<file path="src/rtl/gpio_mux_pkg.sv">
// Shared definitions for the multiplexed GPIO port.
// Assumes a register bus of at most eight addresses; the group map below
// is fixed by the pin-group wiring of the port.
package gpio_mux_pkg;

    localparam int ADDR_W_DEF = 3;

    // Register offsets on the bus
    localparam int A_DATA = 0;
    localparam int A_DIR  = 1;
    localparam int A_PSEL = 2;
    localparam int A_FX   = 3;

    // Source that serves one pin
    typedef enum logic [1:0] {
        PATH_PORT   = 2'd0,
        PATH_PERIPH = 2'd1,
        PATH_EXT    = 2'd2
    } pin_path_e;

    // Function-extension bit that owns a given pin
    function automatic int fx_owner(input int pin, input int fx_w);
        if (pin < 2) return 0;
        if (pin < 5) return 1;
        return (pin - 3) % fx_w;
    endfunction

endpackage

</file>
<file path="src/rtl/gpio_mux_regs.sv">
// Register file of the GPIO port: data, direction, peripheral select and
// function-extension select. Cold start loads power-up values; hot start
// keeps every bit and blocks writes. Assumes synchronous active-low resets.
module gpio_mux_regs #(
    parameter int WIDTH  = 8,
    parameter int FX_W   = 8,
    parameter int ADDR_W = 3,
    parameter int BUS_W  = 8,
    parameter logic [FX_W-1:0] FX_COLD = 8'h03
) (
    input  logic              clk,
    input  logic              rst_cold_n,
    input  logic              rst_hot_n,
    input  logic              wr_en,
    input  logic [ADDR_W-1:0] addr,
    input  logic [BUS_W-1:0]  wdata,
    output logic [WIDTH-1:0]  data_q,
    output logic [WIDTH-1:0]  dir_q,
    output logic [WIDTH-1:0]  psel_q,
    output logic [FX_W-1:0]   fx_q
);
    import gpio_mux_pkg::*;

    logic wr_ok;
    logic hit_data, hit_dir, hit_psel, hit_fx;

    // Writes are accepted only outside both resets
    always_comb begin
        wr_ok    = wr_en && rst_hot_n;
        hit_data = wr_ok && (addr == ADDR_W'(A_DATA));
        hit_dir  = wr_ok && (addr == ADDR_W'(A_DIR));
        hit_psel = wr_ok && (addr == ADDR_W'(A_PSEL));
        hit_fx   = wr_ok && (addr == ADDR_W'(A_FX));
    end

    // Port output data, accepted whatever the direction
    always_ff @(posedge clk) begin
        if (!rst_cold_n)   data_q <= '0;
        else if (hit_data) data_q <= wdata[WIDTH-1:0];
    end

    // Direction, 1 = drive
    always_ff @(posedge clk) begin
        if (!rst_cold_n)  dir_q <= '0;
        else if (hit_dir) dir_q <= wdata[WIDTH-1:0];
    end

    // Peripheral-path select
    always_ff @(posedge clk) begin
        if (!rst_cold_n)   psel_q <= '0;
        else if (hit_psel) psel_q <= wdata[WIDTH-1:0];
    end

    // Function-extension select with non-zero cold value
    always_ff @(posedge clk) begin
        if (!rst_cold_n) fx_q <= FX_COLD;
        else if (hit_fx) fx_q <= wdata[FX_W-1:0];
    end

endmodule

</file>
<file path="src/rtl/gpio_mux_sync.sv">
// Multi-stage synchronizer for the raw pin levels. Every bit is treated as
// independent; no bus coherence is assumed. Cleared by either reset.
module gpio_mux_sync #(
    parameter int WIDTH  = 8,
    parameter int STAGES = 2
) (
    input  logic             clk,
    input  logic             rst_n,
    input  logic [WIDTH-1:0] d_in,
    output logic [WIDTH-1:0] q_out
);
    logic [WIDTH-1:0] chain [STAGES];

    genvar s;
    generate
        for (s = 0; s < STAGES; s++) begin : g_stage
            if (s == 0) begin : g_first
                // First capture stage
                always_ff @(posedge clk) begin
                    if (!rst_n) chain[0] <= '0;
                    else        chain[0] <= d_in;
                end
            end else begin : g_next
                // Following settling stage
                always_ff @(posedge clk) begin
                    if (!rst_n) chain[s] <= '0;
                    else        chain[s] <= chain[s-1];
                end
            end
        end
    endgenerate

    assign q_out = chain[STAGES-1];

endmodule

</file>
<file path="src/rtl/gpio_mux_pinmux.sv">
// Per-pin source selection. Priority: extended function, then peripheral,
// then port data. Input forwarding follows the same choice. Purely
// combinational; assumes the pin level is already synchronized.
module gpio_mux_pinmux #(
    parameter int WIDTH = 8
) (
    input  logic [WIDTH-1:0] fx_pin,
    input  logic [WIDTH-1:0] psel_q,
    input  logic [WIDTH-1:0] dir_q,
    input  logic [WIDTH-1:0] data_q,
    input  logic [WIDTH-1:0] per_out,
    input  logic [WIDTH-1:0] ext_out,
    input  logic [WIDTH-1:0] ext_oe,
    input  logic [WIDTH-1:0] lvl,
    output logic [WIDTH-1:0] pin_out,
    output logic [WIDTH-1:0] pin_oe,
    output logic [WIDTH-1:0] per_in,
    output logic [WIDTH-1:0] ext_in
);
    import gpio_mux_pkg::*;

    genvar p;
    generate
        for (p = 0; p < WIDTH; p++) begin : g_pin
            pin_path_e path;

            // Pick the source serving this pin
            always_comb begin
                if (fx_pin[p])      path = PATH_EXT;
                else if (psel_q[p]) path = PATH_PERIPH;
                else                path = PATH_PORT;
            end

            // Drive value and enable from the chosen source
            always_comb begin
                unique case (path)
                    PATH_EXT: begin
                        pin_out[p] = ext_out[p];
                        pin_oe[p]  = ext_oe[p];
                    end
                    PATH_PERIPH: begin
                        pin_out[p] = per_out[p];
                        pin_oe[p]  = dir_q[p];
                    end
                    default: begin
                        pin_out[p] = data_q[p];
                        pin_oe[p]  = dir_q[p];
                    end
                endcase
            end

            // Forward the level only to the source that owns the pin
            always_comb begin
                ext_in[p] = (path == PATH_EXT) & lvl[p];
                per_in[p] = (path == PATH_PERIPH) & ~dir_q[p] & lvl[p];
            end
        end
    endgenerate

endmodule

</file>
<file path="src/rtl/gpio_mux_rdport.sv">
// Registered read path. Address 0 returns the synchronized pin level,
// not the stored data. Unmapped addresses and idle cycles give zero.
module gpio_mux_rdport #(
    parameter int WIDTH  = 8,
    parameter int FX_W   = 8,
    parameter int ADDR_W = 3,
    parameter int BUS_W  = 8
) (
    input  logic              clk,
    input  logic              rst_n,
    input  logic              rd_en,
    input  logic [ADDR_W-1:0] addr,
    input  logic [WIDTH-1:0]  lvl,
    input  logic [WIDTH-1:0]  dir_q,
    input  logic [WIDTH-1:0]  psel_q,
    input  logic [FX_W-1:0]   fx_q,
    output logic [BUS_W-1:0]  rdata
);
    import gpio_mux_pkg::*;

    logic [BUS_W-1:0] rd_mux;

    // Address decode of the readable values
    always_comb begin
        rd_mux = '0;
        if (addr == ADDR_W'(A_DATA))      rd_mux = BUS_W'(lvl);
        else if (addr == ADDR_W'(A_DIR))  rd_mux = BUS_W'(dir_q);
        else if (addr == ADDR_W'(A_PSEL)) rd_mux = BUS_W'(psel_q);
        else if (addr == ADDR_W'(A_FX))   rd_mux = BUS_W'(fx_q);
    end

    // Capture on a read strobe, zero otherwise
    always_ff @(posedge clk) begin
        if (!rst_n)     rdata <= '0;
        else if (rd_en) rdata <= rd_mux;
        else            rdata <= '0;
    end

endmodule

</file>
<file path="src/rtl/gpio_mux_port.sv">
// Top of the multiplexed GPIO port. Wires the register file, the pin
// synchronizer, the per-pin selector and the read path. Assumes both
// resets are synchronous to clk; cold start dominates hot start.
module gpio_mux_port #(
    parameter int WIDTH       = 8,
    parameter int FX_W        = 8,
    parameter int ADDR_W      = gpio_mux_pkg::ADDR_W_DEF,
    parameter int SYNC_STAGES = 2,
    parameter logic [FX_W-1:0] FX_COLD = 8'h03,
    localparam int BUS_W = (WIDTH > FX_W) ? WIDTH : FX_W
) (
    input  logic              clk,
    input  logic              rst_cold_n,
    input  logic              rst_hot_n,
    input  logic [ADDR_W-1:0] bus_addr,
    input  logic              bus_wr,
    input  logic              bus_rd,
    input  logic [BUS_W-1:0]  bus_wdata,
    output logic [BUS_W-1:0]  bus_rdata,
    input  logic [WIDTH-1:0]  pin_in,
    output logic [WIDTH-1:0]  pin_out,
    output logic [WIDTH-1:0]  pin_oe,
    input  logic [WIDTH-1:0]  per_out,
    output logic [WIDTH-1:0]  per_in,
    input  logic [WIDTH-1:0]  ext_out,
    input  logic [WIDTH-1:0]  ext_oe,
    output logic [WIDTH-1:0]  ext_in
);
    logic [WIDTH-1:0] data_q, dir_q, psel_q, lvl, fx_pin;
    logic [FX_W-1:0]  fx_q;
    logic             any_rst_n;

    assign any_rst_n = rst_cold_n & rst_hot_n;

    gpio_mux_regs #(
        .WIDTH(WIDTH), .FX_W(FX_W), .ADDR_W(ADDR_W), .BUS_W(BUS_W),
        .FX_COLD(FX_COLD)
    ) regs_i (
        .clk(clk), .rst_cold_n(rst_cold_n), .rst_hot_n(rst_hot_n),
        .wr_en(bus_wr), .addr(bus_addr), .wdata(bus_wdata),
        .data_q(data_q), .dir_q(dir_q), .psel_q(psel_q), .fx_q(fx_q)
    );

    gpio_mux_sync #(.WIDTH(WIDTH), .STAGES(SYNC_STAGES)) sync_i (
        .clk(clk), .rst_n(any_rst_n), .d_in(pin_in), .q_out(lvl)
    );

    // Spread each function-extension bit over the pins it owns
    genvar p;
    generate
        for (p = 0; p < WIDTH; p++) begin : g_own
            assign fx_pin[p] = fx_q[gpio_mux_pkg::fx_owner(p, FX_W)];
        end
    endgenerate

    gpio_mux_pinmux #(.WIDTH(WIDTH)) mux_i (
        .fx_pin(fx_pin), .psel_q(psel_q), .dir_q(dir_q), .data_q(data_q),
        .per_out(per_out), .ext_out(ext_out), .ext_oe(ext_oe), .lvl(lvl),
        .pin_out(pin_out), .pin_oe(pin_oe), .per_in(per_in), .ext_in(ext_in)
    );

    gpio_mux_rdport #(
        .WIDTH(WIDTH), .FX_W(FX_W), .ADDR_W(ADDR_W), .BUS_W(BUS_W)
    ) rd_i (
        .clk(clk), .rst_n(any_rst_n), .rd_en(bus_rd), .addr(bus_addr),
        .lvl(lvl), .dir_q(dir_q), .psel_q(psel_q), .fx_q(fx_q),
        .rdata(bus_rdata)
    );

endmodule

</file>
<file path="config.mk">
export PLATFORM = sky130hd
export DESIGN_NAME = gpio_mux_port
export DESIGN_NICKNAME = d
export VERILOG_FILES = /design/src/rtl/gpio_mux_pkg.sv /design/src/rtl/gpio_mux_regs.sv /design/src/rtl/gpio_mux_sync.sv /design/src/rtl/gpio_mux_pinmux.sv /design/src/rtl/gpio_mux_rdport.sv /design/src/rtl/gpio_mux_port.sv
export SDC_FILE = /design/constraint.sdc
export NUM_CORES = 1
export LEC_CHECK = 0
export CORE_MARGIN = 4
export CORE_UTILIZATION = 33
export DETAILED_ROUTE_END_ITERATION = 16
export PLACE_DENSITY = 0.68
export SYNTH_ARGS = -nofsm -noshare
export SYNTH_HDL_FRONTEND = slang
export SYNTH_SLANG_ARGS = --single-unit
export TNS_END_PERCENT = 5
</file>
<file path="constraint.sdc">
create_clock -name clk -period 1.6 [get_ports clk]
set_clock_uncertainty 0.1 [all_clocks]
set_input_delay 0.24 -clock clk [delete_from_list [all_inputs] [get_ports clk]]
set_output_delay 0.24 -clock clk [all_outputs]
set_load 0.1 [all_outputs]
</file>
==> flow_results.xml, run 1 <==
<?xml version="1.0" encoding="UTF-8"?>
<metrics>
  <group name="synth">
    <metric name="synth_area_in_adders" unit="%">0</metric>
    <metric name="dominant_combinational_cell_family_by_area_after_synthesis" unit="">multiplexers</metric>
    <metric name="synth-warning-count" unit="">0</metric>
    <metric name="synth_area" unit="µm²">2451</metric>
    <metric name="async_flop_share" unit="%">0</metric>
    <metric name="synth-compound-area-share" unit="%">5.615</metric>
    <metric name="synth-xor-area-share" unit="%">0</metric>
    <metric name="syn-num-nets" unit="">301</metric>
    <metric name="synthDominantAreaCellType" unit="">dfxtp_1</metric>
    <metric name="synth-edff-count" unit="">0</metric>
    <metric name="synth_cell_type_count" unit="">24</metric>
    <metric name="synth_top_cells_by_area" unit="">dfxtp_1 46%, mux2i_1 19%, nand2_1 7.2%</metric>
    <metric name="cell_with_the_most_instances_after_synthesis" unit="">dfxtp_1</metric>
    <metric name="post_synth_most_frequent_cells" unit="">56 x dfxtp_1, 47 x nand2_1, 46 x mux2i_1</metric>
    <metric name="synth-simple-area-share" unit="%">22.31</metric>
    <metric name="syn_avg_cell_area" unit="µm²">9.688</metric>
    <metric name="synthCells" unit="">253</metric>
    <metric name="post-synth-top-area-fraction" unit="%">45.74</metric>
    <metric name="ys.flop_type" unit="">dfxtp_1</metric>
    <metric name="synth.mux.area_fraction" unit="%">22.46</metric>
    <metric name="yosys_register_bits" unit="">56</metric>
    <metric name="seq_area_frac_synth" unit="%">45.74</metric>
  </group>
  <group name="power_and_ir_drop">
    <metric name="vdd_ir_drop_max" unit="mV">0.4338</metric>
    <metric name="cellLeakagePower" unit="µW">0.001821</metric>
    <metric name="power_density" unit="nW/µm²">686.0</metric>
  </group>
  <group name="placement">
    <metric name="pre_cts_slack" unit="ns">-0.4708</metric>
    <metric name="placed_cells" unit="">448</metric>
    <metric name="gp_routability_congestion" unit="">0.8281</metric>
    <metric name="dp_hpwl" unit="µm">5627</metric>
    <metric name="io_buffers" unit="">87</metric>
  </group>
  <group name="timing">
    <metric name="finalWorstSetupSlack" unit="ns">-0.09718</metric>
    <metric name="worst_slew_pin_slew" unit="ns">0.3674</metric>
    <metric name="setup_viol_count_final" unit="">17</metric>
    <metric name="finalWorstPathRequiredPeriod" unit="ns">1.697</metric>
    <metric name="setup-tns-final" unit="ns">-0.7621</metric>
    <metric name="setup_repair_after_global_routing_missed_its_margin" unit="">yes</metric>
    <metric name="post-route-period-util" unit="%">106.1</metric>
    <metric name="max_slew_violation_total_from_the_final_report" unit="">0</metric>
    <metric name="max_freq" unit="MHz">589.2</metric>
    <metric name="relSlewSlack" unit="%">74.87</metric>
    <metric name="timing_hold_violations_final" unit="">0</metric>
  </group>
  <group name="worst_setup_path">
    <metric name="worst_ep_arrival_time" unit="ns">1.36</metric>
    <metric name="timing.critical_path.max_delay_family" unit="">flip-flops</metric>
    <metric name="regToRegSetupSlack" unit="ns">0.41</metric>
    <metric name="worst_path_most_repeated_cell" unit="">buf_12</metric>
    <metric name="largest_stage_delay_worst_path" unit="ns">0.36</metric>
    <metric name="setup.worst_path.class" unit="">flop to output port</metric>
    <metric name="critical_path_peak_fanout" unit="">12</metric>
    <metric name="critPathRequiredTime" unit="ns">1.26</metric>
    <metric name="end_kind" unit="">output port</metric>
    <metric name="critical-path-slowest-cell" unit="">dfxtp_2</metric>
    <metric name="crit_chain" unit="">buf_12, mux2_2, buf_12</metric>
    <metric name="worstPathBufferInverterCount" unit="">2</metric>
    <metric name="crit_path_start_kind" unit="">flop</metric>
  </group>
  <group name="floorplanning">
    <metric name="start_util" unit="%">33.79</metric>
    <metric name="design.core.area" unit="µm²">7253</metric>
    <metric name="total_number_of_placement_rows" unit="">31</metric>
    <metric name="die_height" unit="µm">94.19</metric>
    <metric name="io-pin-count" unit="">88</metric>
    <metric name="die_width" unit="µm">94.19</metric>
    <metric name="dieArea" unit="µm²">8871</metric>
  </group>
  <group name="cells_and_area">
    <metric name="antenna_cells_inserted" unit="">0</metric>
    <metric name="nFillCells" unit="">596</metric>
    <metric name="layout-drive-gt1-share" unit="%">35.00</metric>
    <metric name="final-instance-count-excl-fill" unit="">459</metric>
    <metric name="postLayoutCoreUtil" unit="%">60.26</metric>
    <metric name="area.growth.synth_to_final" unit="%">78.31</metric>
    <metric name="nNetsFinal" unit="">407</metric>
  </group>
  <group name="cts">
    <metric name="clk_pin_slew" unit="ns">0.11</metric>
    <metric name="source_to_sink_clock_delay_at_the_later_pin_of_the_worst_skew_pair" unit="ns">0.32</metric>
    <metric name="cts_tree" unit="">yes</metric>
    <metric name="ctsRootBufferMaster" unit="">clkbuf_8</metric>
    <metric name="clkSinkCount" unit="">56</metric>
    <metric name="clk_path_buf_depth" unit="">2</metric>
    <metric name="ctsHtreeMaxLevel" unit="">2</metric>
    <metric name="tritoncts.num_buffers" unit="">5</metric>
  </group>
  <group name="drt">
    <metric name="avgViaCountPerCell" unit="">4.791</metric>
    <metric name="drt.antenna.violating_nets" unit="">0</metric>
    <metric name="detailedRoute.firstIterationViolations" unit="">87</metric>
    <metric name="finalWirelength" unit="µm">7184</metric>
    <metric name="drt_pass1_iterations" unit="">4</metric>
    <metric name="vias" unit="">2199</metric>
    <metric name="wl_cell" unit="µm">15.65</metric>
    <metric name="residual_drc" unit="">0</metric>
  </group>
  <group name="outcome">
    <metric name="violated_checks" unit="">setup timing</metric>
    <metric name="outcome" unit="">finished, violations left</metric>
  </group>
  <group name="run">
    <metric name="cap_viol_max_count" unit="">0</metric>
  </group>
  <group name="grt">
    <metric name="globalRouteOverflowTotal" unit="">0</metric>
    <metric name="groute.usage.overall" unit="%">16.79</metric>
    <metric name="via_count_of_the_first_global_routing_pass" unit="">2374</metric>
    <metric name="antenna_violations_before_repair" unit="">0</metric>
    <metric name="grt_max_degree" unit="">57</metric>
    <metric name="grt_first_pass_wirelength" unit="µm">11610</metric>
  </group>
  <group name="hold_path">
    <metric name="hold_path_class" unit="">input pin to flop</metric>
  </group>
</metrics>
-- what timing repair did --
action / in CTS / in global routing
pin swaps: 1 / 3
resized for setup: 23 / 16
buffers inserted: 2 / 1
hold buffers: 0 / 0
endpoints found under the setup margin: 28 / 52
-- cells by family after synthesis --
kind of cell	Yosys count
flip-flops	56
AO/OA/AOI/OAI	20
buffers and inverters	19
AND/OR/NAND/NOR	104
multiplexers	54
-- power breakdown --
group | switching [µW] | total, µW | internal [µW]
sequential | 23.5 | 1440 | 1410
combinational | 333 | 624 | 291
clock | 467 | 939 | 472
total | 824 | 3000 | 2170
-- final cells by class --
type                            instances  area [µm²]  area share (%)
Clock inverter                          3       46.29           1.059
Clock buffer                            5       68.82           1.575
Timing Repair Buffer                  116        1516           34.70
Inverter                                2       7.507          0.1718
Sequential cell                        56        1149           26.28
Multi-Input combinational cell        178        1459           33.38
Tap cell                               99       123.9           2.834
-- layout by cell type (no fill, tap or decap), types with 3 or more instances in the layout --
cell type and n:
and2_1 5, a2111oi_2 3, dlymetal6s2s_1 3, nand2_1 46
dfxtp_1 44, mux2i_1 45, mux2_4 7, o21ai_2 6
clkdlybuf4s50_1 43, clkbuf_8 5, dfxtp_4 5, buf_4 27
and3_1 16, nor2_1 16, buf_12 42, nor4bb_4 8
a2111oi_0 4, dfxtp_2 7
-- final timing paths --
kind,depth (start not counted),start,end
setup / recovery,3,regs_i.fx_q[1],pin_oe[3]
hold / removal,2,rst_hot_n,sync_i.chain[1][7]
setup reg to reg,2,regs_i.psel_q[2],rd_i.rdata[2]
hold reg to reg,2,regs_i.fx_q[6],regs_i.fx_q[6]
-- metal layers --
layer,global-route usage (%),part of all wire [%],vias up
met5,0,0,-
met4,4.934,1.4,0
met3,3.686,6.3,9
met2,31.03,53,61
met1,19.14,39,1031
li1,-,-,1098
-- per-stage QoR --
| step | total power, µW | area, µm² | hold slack [ns] |
|---|---|---|---|
| after floorplan | 1783 | 2620 | 0.2992 |
| after CTS | 3008 | 4319 | 0.2760 |
| after global routing | 3099 | 4370 | 0.2612 |
| after global placement | 2072 | 4129 | 0.3420 |
| final | 2998 | 4370 | 0.2550 |
| after detailed placement | 2081 | 4129 | 0.3496 |
-- flip-flops by register name (all words and copies together), names as in the netlist --
| signal | count |
|---|---|
| regs_i.psel_q | 8 |
| regs_i.dir_q | 8 |
| regs_i.fx_q | 8 |
| regs_i.data_q | 8 |
| rd_i.rdata | 8 |
| sync_i.chain | 16 |
Power figures use the tool's default switching activity.
==> run 2: changes to the inputs <==
==> constraint.sdc (replaced) <==
create_clock -name clk -period 1.7 [get_ports clk]
set_clock_uncertainty 0.1 [all_clocks]
set_input_delay 0.255 -clock clk [delete_from_list [all_inputs] [get_ports clk]]
set_output_delay 0.255 -clock clk [all_outputs]
set_load 0.1 [all_outputs]
==> flow_results.xml, run 2 (synthesis results as in run 1) <==
<?xml version="1.0" encoding="UTF-8"?>
<metrics>
  <group name="drt">
    <metric name="detailedRoute.firstIterationViolations" unit="">113</metric>
    <metric name="vias" unit="">2229</metric>
    <metric name="residual_drc" unit="">0</metric>
    <metric name="wl_cell" unit="µm">15.59</metric>
    <metric name="drt.antenna.violating_nets" unit="">0</metric>
    <metric name="drt_pass1_iterations" unit="">4</metric>
    <metric name="avgViaCountPerCell" unit="">4.794</metric>
    <metric name="finalWirelength" unit="µm">7251</metric>
  </group>
  <group name="floorplanning">
    <metric name="design.core.area" unit="µm²">7253</metric>
    <metric name="io-pin-count" unit="">88</metric>
    <metric name="total_number_of_placement_rows" unit="">31</metric>
    <metric name="die_height" unit="µm">94.19</metric>
    <metric name="start_util" unit="%">33.79</metric>
    <metric name="die_width" unit="µm">94.19</metric>
    <metric name="dieArea" unit="µm²">8871</metric>
  </group>
  <group name="cts">
    <metric name="ctsHtreeMaxLevel" unit="">2</metric>
    <metric name="ctsRootBufferMaster" unit="">clkbuf_8</metric>
    <metric name="cts_tree" unit="">yes</metric>
    <metric name="source_to_sink_clock_delay_at_the_later_pin_of_the_worst_skew_pair" unit="ns">0.32</metric>
    <metric name="tritoncts.num_buffers" unit="">5</metric>
    <metric name="clk_pin_slew" unit="ns">0.09</metric>
    <metric name="clkSinkCount" unit="">56</metric>
    <metric name="clk_path_buf_depth" unit="">2</metric>
  </group>
  <group name="power_and_ir_drop">
    <metric name="cellLeakagePower" unit="µW">0.001794</metric>
    <metric name="vdd_ir_drop_max" unit="mV">0.4075</metric>
    <metric name="power_density" unit="nW/µm²">645.3</metric>
  </group>
  <group name="outcome">
    <metric name="outcome" unit="">finished, violations left</metric>
    <metric name="violated_checks" unit="">setup timing</metric>
  </group>
  <group name="worst_setup_path">
    <metric name="worst_ep_arrival_time" unit="ns">1.43</metric>
    <metric name="crit_path_start_kind" unit="">flop</metric>
    <metric name="critical_path_peak_fanout" unit="">8</metric>
    <metric name="end_kind" unit="">output port</metric>
    <metric name="critPathRequiredTime" unit="ns">1.34</metric>
    <metric name="setup.worst_path.class" unit="">flop to output port</metric>
  </group>
  <group name="timing">
    <metric name="whs" unit="ns">0.2896</metric>
    <metric name="finalWorstSetupSlack" unit="ns">-0.08533</metric>
    <metric name="finalWorstPathRequiredPeriod" unit="ns">1.785</metric>
    <metric name="timing_hold_violations_final" unit="">0</metric>
    <metric name="relSlewSlack" unit="%">68.72</metric>
    <metric name="worst_slew_pin_slew" unit="ns">0.4574</metric>
    <metric name="setup_viol_count_final" unit="">7</metric>
    <metric name="max_slew_violation_total_from_the_final_report" unit="">0</metric>
    <metric name="post-route-period-util" unit="%">105.0</metric>
    <metric name="max_freq" unit="MHz">560.1</metric>
    <metric name="setup_repair_after_global_routing_missed_its_margin" unit="">yes</metric>
  </group>
  <group name="cells_and_area">
    <metric name="largest_reg_flops" unit="">16</metric>
    <metric name="stdcell_area" unit="µm²">4334</metric>
    <metric name="layout.cells.most_common" unit="">dfxtp_1</metric>
    <metric name="layout.cells.most_common_list" unit="">51 x dfxtp_1, 47 x nand2_1, 46 x clkdlybuf4s50_1, 45 x mux2i_1, 42 x buf_12</metric>
    <metric name="antenna_cells_inserted" unit="">0</metric>
    <metric name="regMostFlops" unit="">sync_i.chain</metric>
    <metric name="area.growth.synth_to_final" unit="%">76.83</metric>
    <metric name="nNetsFinal" unit="">413</metric>
    <metric name="layout-drive-gt1-share" unit="%">32.24</metric>
  </group>
  <group name="placement">
    <metric name="gp_routability_congestion" unit="">0.7818</metric>
    <metric name="dp_hpwl" unit="µm">5612</metric>
    <metric name="place_area" unit="µm²">4158</metric>
    <metric name="io_buffers" unit="">87</metric>
  </group>
  <group name="grt">
    <metric name="antenna_violations_before_repair" unit="">0</metric>
    <metric name="grt_first_pass_wirelength" unit="µm">11210</metric>
    <metric name="grt_max_degree" unit="">44</metric>
    <metric name="globalRouteOverflowTotal" unit="">0</metric>
    <metric name="groute.usage.overall" unit="%">16.28</metric>
    <metric name="via_count_of_the_first_global_routing_pass" unit="">2216</metric>
  </group>
  <group name="hold_path">
    <metric name="hold_path_class" unit="">input pin to flop</metric>
  </group>
  <group name="run">
    <metric name="cap_viol_max_count" unit="">0</metric>
  </group>
</metrics>
run 2: cell types whose count changed in the layout (fill, tap and decap cells not counted), moves of 3 or more:
cell	before	now
a2111oi_0	4	8
a2111oi_2	3	0
buf_4	27	31
clkdlybuf4s50_1	43	46
dfxtp_1	44	51
dfxtp_2	7	1
dlymetal6s2s_1	3	0
mux2_2	1	7
mux2_4	7	1
run 2: final cells by class:
cell class	instances	area, µm²
inverters	2	7.507
flip-flops and latches	56	1137
multi-input cells	178	1396
well taps	99	123.9
clock buffers	6	72.57
fillers	583	2919
clock inverters	2	35.03
repair buffers	122	1562
run 2: per-stage QoR:
stage	power (µW)	setup TNS, ns	setup WS, ns	util, %	instances
5_1_grt	2892	-0.6761	-0.1194	59.76	465
4_1_cts	2807	-0.3769	-0.1056	58.93	461
2_1_floorplan	1676	-5.079	-0.4420	-	253
3_5_place_dp	1962	-5.411	-0.2992	57.32	453
6_report	2797	-0.3101	-0.08533	59.76	465
3_3_place_gp	1955	-4.596	-0.1762	57.32	453
run 2: power breakdown:
group | total [µW] | internal, µW | switching [µW]
clock network | 865 | 438 | 427
registers | 1350 | 1330 | 21.8
logic | 581 | 273 | 308
total | 2800 | 2040 | 757
run 2: worst max-delay path: stages (launching register included):
cell	delay, ns
dfxtp_4	0.40
buf_6	0.14
nor4bb_4	0.35
buf_12	0.22
run 2: metal layers:
layer	wire, µm	vias up	share of wire (%)	GRT usage (%)
met5	0	-	0	0
met4	78	0	1.1	4.813
met3	439	7	6.1	3.285
met2	3641	60	50	28.90
met1	3091	1046	43	19.70
li1	-	1116	-	-
run 2: final timing paths:
kind / cells past startpoint / start / end / slack, ns
max: 3 / regs_i.fx_q[1] / per_in[2] / -0.09
min: 4 / rst_cold_n / rd_i.rdata[0] / 0.29
max reg2reg: 3 / regs_i.fx_q[1] / rd_i.rdata[1] / 0.43
min reg2reg: 2 / regs_i.fx_q[6] / regs_i.fx_q[6] / 0.37
run 2: repair_timing:
action / 4_1_cts / 5_1_grt
resized for setup: 6 / 8
setup endpoints to repair: 22 / 12
pin swaps: 0 / 3
setup buffers: 0 / 4
hold buffers: 0 / 0
==> run 3: changes to the inputs <==
--- a/config.mk
+++ b/config.mk
@@ -6,9 +6,9 @@
 export NUM_CORES = 1
 export LEC_CHECK = 0
 export CORE_MARGIN = 4
-export CORE_UTILIZATION = 33
+export CORE_UTILIZATION = 44
 export DETAILED_ROUTE_END_ITERATION = 16
-export PLACE_DENSITY = 0.68
+export PLACE_DENSITY = 0.85
 export SYNTH_ARGS = -nofsm -noshare
 export SYNTH_HDL_FRONTEND = slang
 export SYNTH_SLANG_ARGS = --single-unit
==> flow_results.xml, run 3 (synthesis results as in run 1) <==
<?xml version="1.0" encoding="UTF-8"?>
<metrics>
  <group name="cells_and_area">
    <metric name="layout-drive-gt1-share" unit="%">32.43</metric>
    <metric name="postLayoutCoreUtil" unit="%">82.27</metric>
    <metric name="layout.cells.most_common_list" unit="">50 x dfxtp_1, 47 x nand2_1, 46 x mux2i_1, 45 x clkdlybuf4s50_1, 40 x buf_12</metric>
    <metric name="nNetsFinal" unit="">414</metric>
    <metric name="regMostFlops" unit="">sync_i.chain</metric>
    <metric name="layout.cells.most_common" unit="">dfxtp_1</metric>
    <metric name="area.growth.synth_to_final" unit="%">75.80</metric>
    <metric name="final-instance-count-excl-fill" unit="">437</metric>
    <metric name="antenna_cells_inserted" unit="">0</metric>
    <metric name="largest_reg_flops" unit="">16</metric>
  </group>
  <group name="run">
    <metric name="cap_viol_max_count" unit="">0</metric>
  </group>
  <group name="floorplanning">
    <metric name="die_height" unit="µm">82.64</metric>
    <metric name="total_number_of_placement_rows" unit="">26</metric>
    <metric name="dieArea" unit="µm²">6829</metric>
    <metric name="design.core.area" unit="µm²">5238</metric>
    <metric name="start_util" unit="%">46.80</metric>
    <metric name="die_width" unit="µm">82.64</metric>
    <metric name="io-pin-count" unit="">88</metric>
  </group>
  <group name="worst_setup_path">
    <metric name="critical_path_peak_fanout" unit="">4</metric>
    <metric name="timing.rr.start" unit="">regs_i.fx_q[1]</metric>
    <metric name="end_kind" unit="">output port</metric>
    <metric name="r2r_cells" unit="">4</metric>
    <metric name="regToRegEndpoint" unit="">rd_i.rdata[1]</metric>
    <metric name="regToRegSetupSlack" unit="ns">0.35</metric>
    <metric name="worst_ep_arrival_time" unit="ns">1.38</metric>
    <metric name="crit_path_start_kind" unit="">flop</metric>
    <metric name="critPathRequiredTime" unit="ns">1.34</metric>
    <metric name="setup.worst_path.class" unit="">flop to output port</metric>
  </group>
  <group name="grt">
    <metric name="antenna_violations_before_repair" unit="">0</metric>
    <metric name="grt_first_pass_wirelength" unit="µm">12380</metric>
    <metric name="busiest_layer" unit="">met2</metric>
    <metric name="groute.usage.overall" unit="%">24.23</metric>
    <metric name="grt_max_degree" unit="">57</metric>
    <metric name="grtUsageMet1" unit="%">25.45</metric>
    <metric name="grtUsageMet3" unit="%">7.050</metric>
    <metric name="via_count_of_the_first_global_routing_pass" unit="">2505</metric>
    <metric name="globalRouteOverflowTotal" unit="">0</metric>
    <metric name="grt.met2_usage" unit="%">44.15</metric>
  </group>
  <group name="timing">
    <metric name="relSlewSlack" unit="%">66.58</metric>
    <metric name="whs" unit="ns">0.3516</metric>
    <metric name="max_slew_violation_total_from_the_final_report" unit="">0</metric>
    <metric name="setup_viol_count_final" unit="">6</metric>
    <metric name="worst_slew_pin_slew" unit="ns">0.5013</metric>
    <metric name="max_freq" unit="MHz">575.9</metric>
    <metric name="timing_hold_violations_final" unit="">0</metric>
    <metric name="setup_repair_after_global_routing_missed_its_margin" unit="">yes</metric>
    <metric name="post-route-period-util" unit="%">102.1</metric>
    <metric name="finalWorstSetupSlack" unit="ns">-0.03645</metric>
    <metric name="finalWorstPathRequiredPeriod" unit="ns">1.736</metric>
  </group>
  <group name="drt">
    <metric name="drt.antenna.violating_nets" unit="">0</metric>
    <metric name="drt_pass1_iterations" unit="">4</metric>
    <metric name="vias" unit="">2326</metric>
    <metric name="finalWirelength" unit="µm">7934</metric>
    <metric name="avgViaCountPerCell" unit="">5.323</metric>
    <metric name="residual_drc" unit="">0</metric>
    <metric name="wl_cell" unit="µm">18.16</metric>
    <metric name="detailedRoute.firstIterationViolations" unit="">66</metric>
  </group>
  <group name="hold_path">
    <metric name="timing.hold.worst_endpoint" unit="">rd_i.rdata[6]</metric>
    <metric name="hold_depth" unit="">4</metric>
    <metric name="hold_path_class" unit="">input pin to flop</metric>
    <metric name="hold_start" unit="">rst_cold_n</metric>
  </group>
  <group name="cts">
    <metric name="ctsRootBufferMaster" unit="">clkbuf_8</metric>
    <metric name="ctsHtreeMaxLevel" unit="">2</metric>
    <metric name="clkSinkCount" unit="">56</metric>
    <metric name="clk_pin_slew" unit="ns">0.09</metric>
    <metric name="tritoncts.num_buffers" unit="">5</metric>
    <metric name="cts_tree" unit="">yes</metric>
    <metric name="source_to_sink_clock_delay_at_the_later_pin_of_the_worst_skew_pair" unit="ns">0.31</metric>
    <metric name="clk_path_buf_depth" unit="">2</metric>
  </group>
  <group name="power_and_ir_drop">
    <metric name="combinationalPowerShare" unit="%">21.1</metric>
    <metric name="clkPwrFrac" unit="%">30.4</metric>
    <metric name="switchingPower" unit="µW">753.6</metric>
    <metric name="vdd_ir_drop_max" unit="mV">0.4916</metric>
    <metric name="power_density" unit="nW/µm²">648.8</metric>
    <metric name="cell_internal_pwr" unit="µW">2042</metric>
    <metric name="cellLeakagePower" unit="µW">0.001821</metric>
    <metric name="power.share.sequential" unit="%">48.4</metric>
    <metric name="p_sw_share" unit="%">26.96</metric>
  </group>
  <group name="outcome">
    <metric name="violated_checks" unit="">setup timing</metric>
    <metric name="outcome" unit="">finished, violations left</metric>
  </group>
  <group name="placement">
    <metric name="placed_cells" unit="">421</metric>
    <metric name="dp_hpwl" unit="µm">5645</metric>
    <metric name="io_buffers" unit="">87</metric>
    <metric name="gp_routability_congestion" unit="">0.8502</metric>
    <metric name="pre_cts_slack" unit="ns">-0.2649</metric>
  </group>
</metrics>
## run 3: through the flow
step	TNS (ns)	instance area (µm²)	total power [µW]
floorplan	-5.079	2597	1676
global placement	-3.824	4074	1942
detailed placement	-5.820	4074	1954
CTS	-0.1788	4274	2790
global route	-0.4238	4309	2863
finish	-0.1085	4309	2796
## run 3: power by group through the flow
stage | clock, µW | combinational [µW] | sequential [µW]
global placement | 0 | 555 | 1390
CTS | 852 | 585 | 1350
floorplan | 0 | 278 | 1400
detailed placement | 0 | 566 | 1390
global route | 891 | 615 | 1360
finish | 851 | 591 | 1350
## run 3: worst max path at each step
stage	startpoint	end	slack, ns	cells after the start
final	regs_i.fx_q[1]	per_in[2]	-0.04	3
after global routing	regs_i.fx_q[1]	per_in[4]	-0.08	3
after CTS	regs_i.fx_q[1]	per_in[4]	-0.06	3
after detailed placement	bus_addr[0]	regs_i.fx_q[1]	-0.26	4
after global placement	bus_addr[0]	rd_i.rdata[3]	-0.13	5
after floorplan	regs_i.psel_q[6]	pin_out[6]	-0.44	2
## run 3: per-layer routing
| metal | up-vias | share of wire [%] |
|---|---|---|
| met1 | 1108 | 38 |
| met2 | 90 | 53 |
| li1 | 1113 | - |
| met4 | 0 | 1.7 |
| met3 | 15 | 7.3 |
| met5 | - | 0 |
## run 3: area by class of cell
cell class              instances  area (µm²)
clock buffers                   6       72.57
multi-input cells             178        1419
fillers                       282       928.4
inverters                       2       7.507
flip-flops and latches         56        1134
well taps                      70       87.58
clock inverters                 2       35.03
repair buffers                123        1554
## run 3: what timing repair did
action / CTS / global route
pin swaps: 2 / 3
hold buffers: 0 / 0
setup buffers: 6 / 2
gates resized for setup: 17 / 6
endpoints found under the setup margin: 21 / 17
## run 3: critical path, stage by stage, from the launching register on
cell,delay (ns)
dfxtp_4,0.38
buf_4,0.15
nor4bb_4,0.32
buf_12,0.21
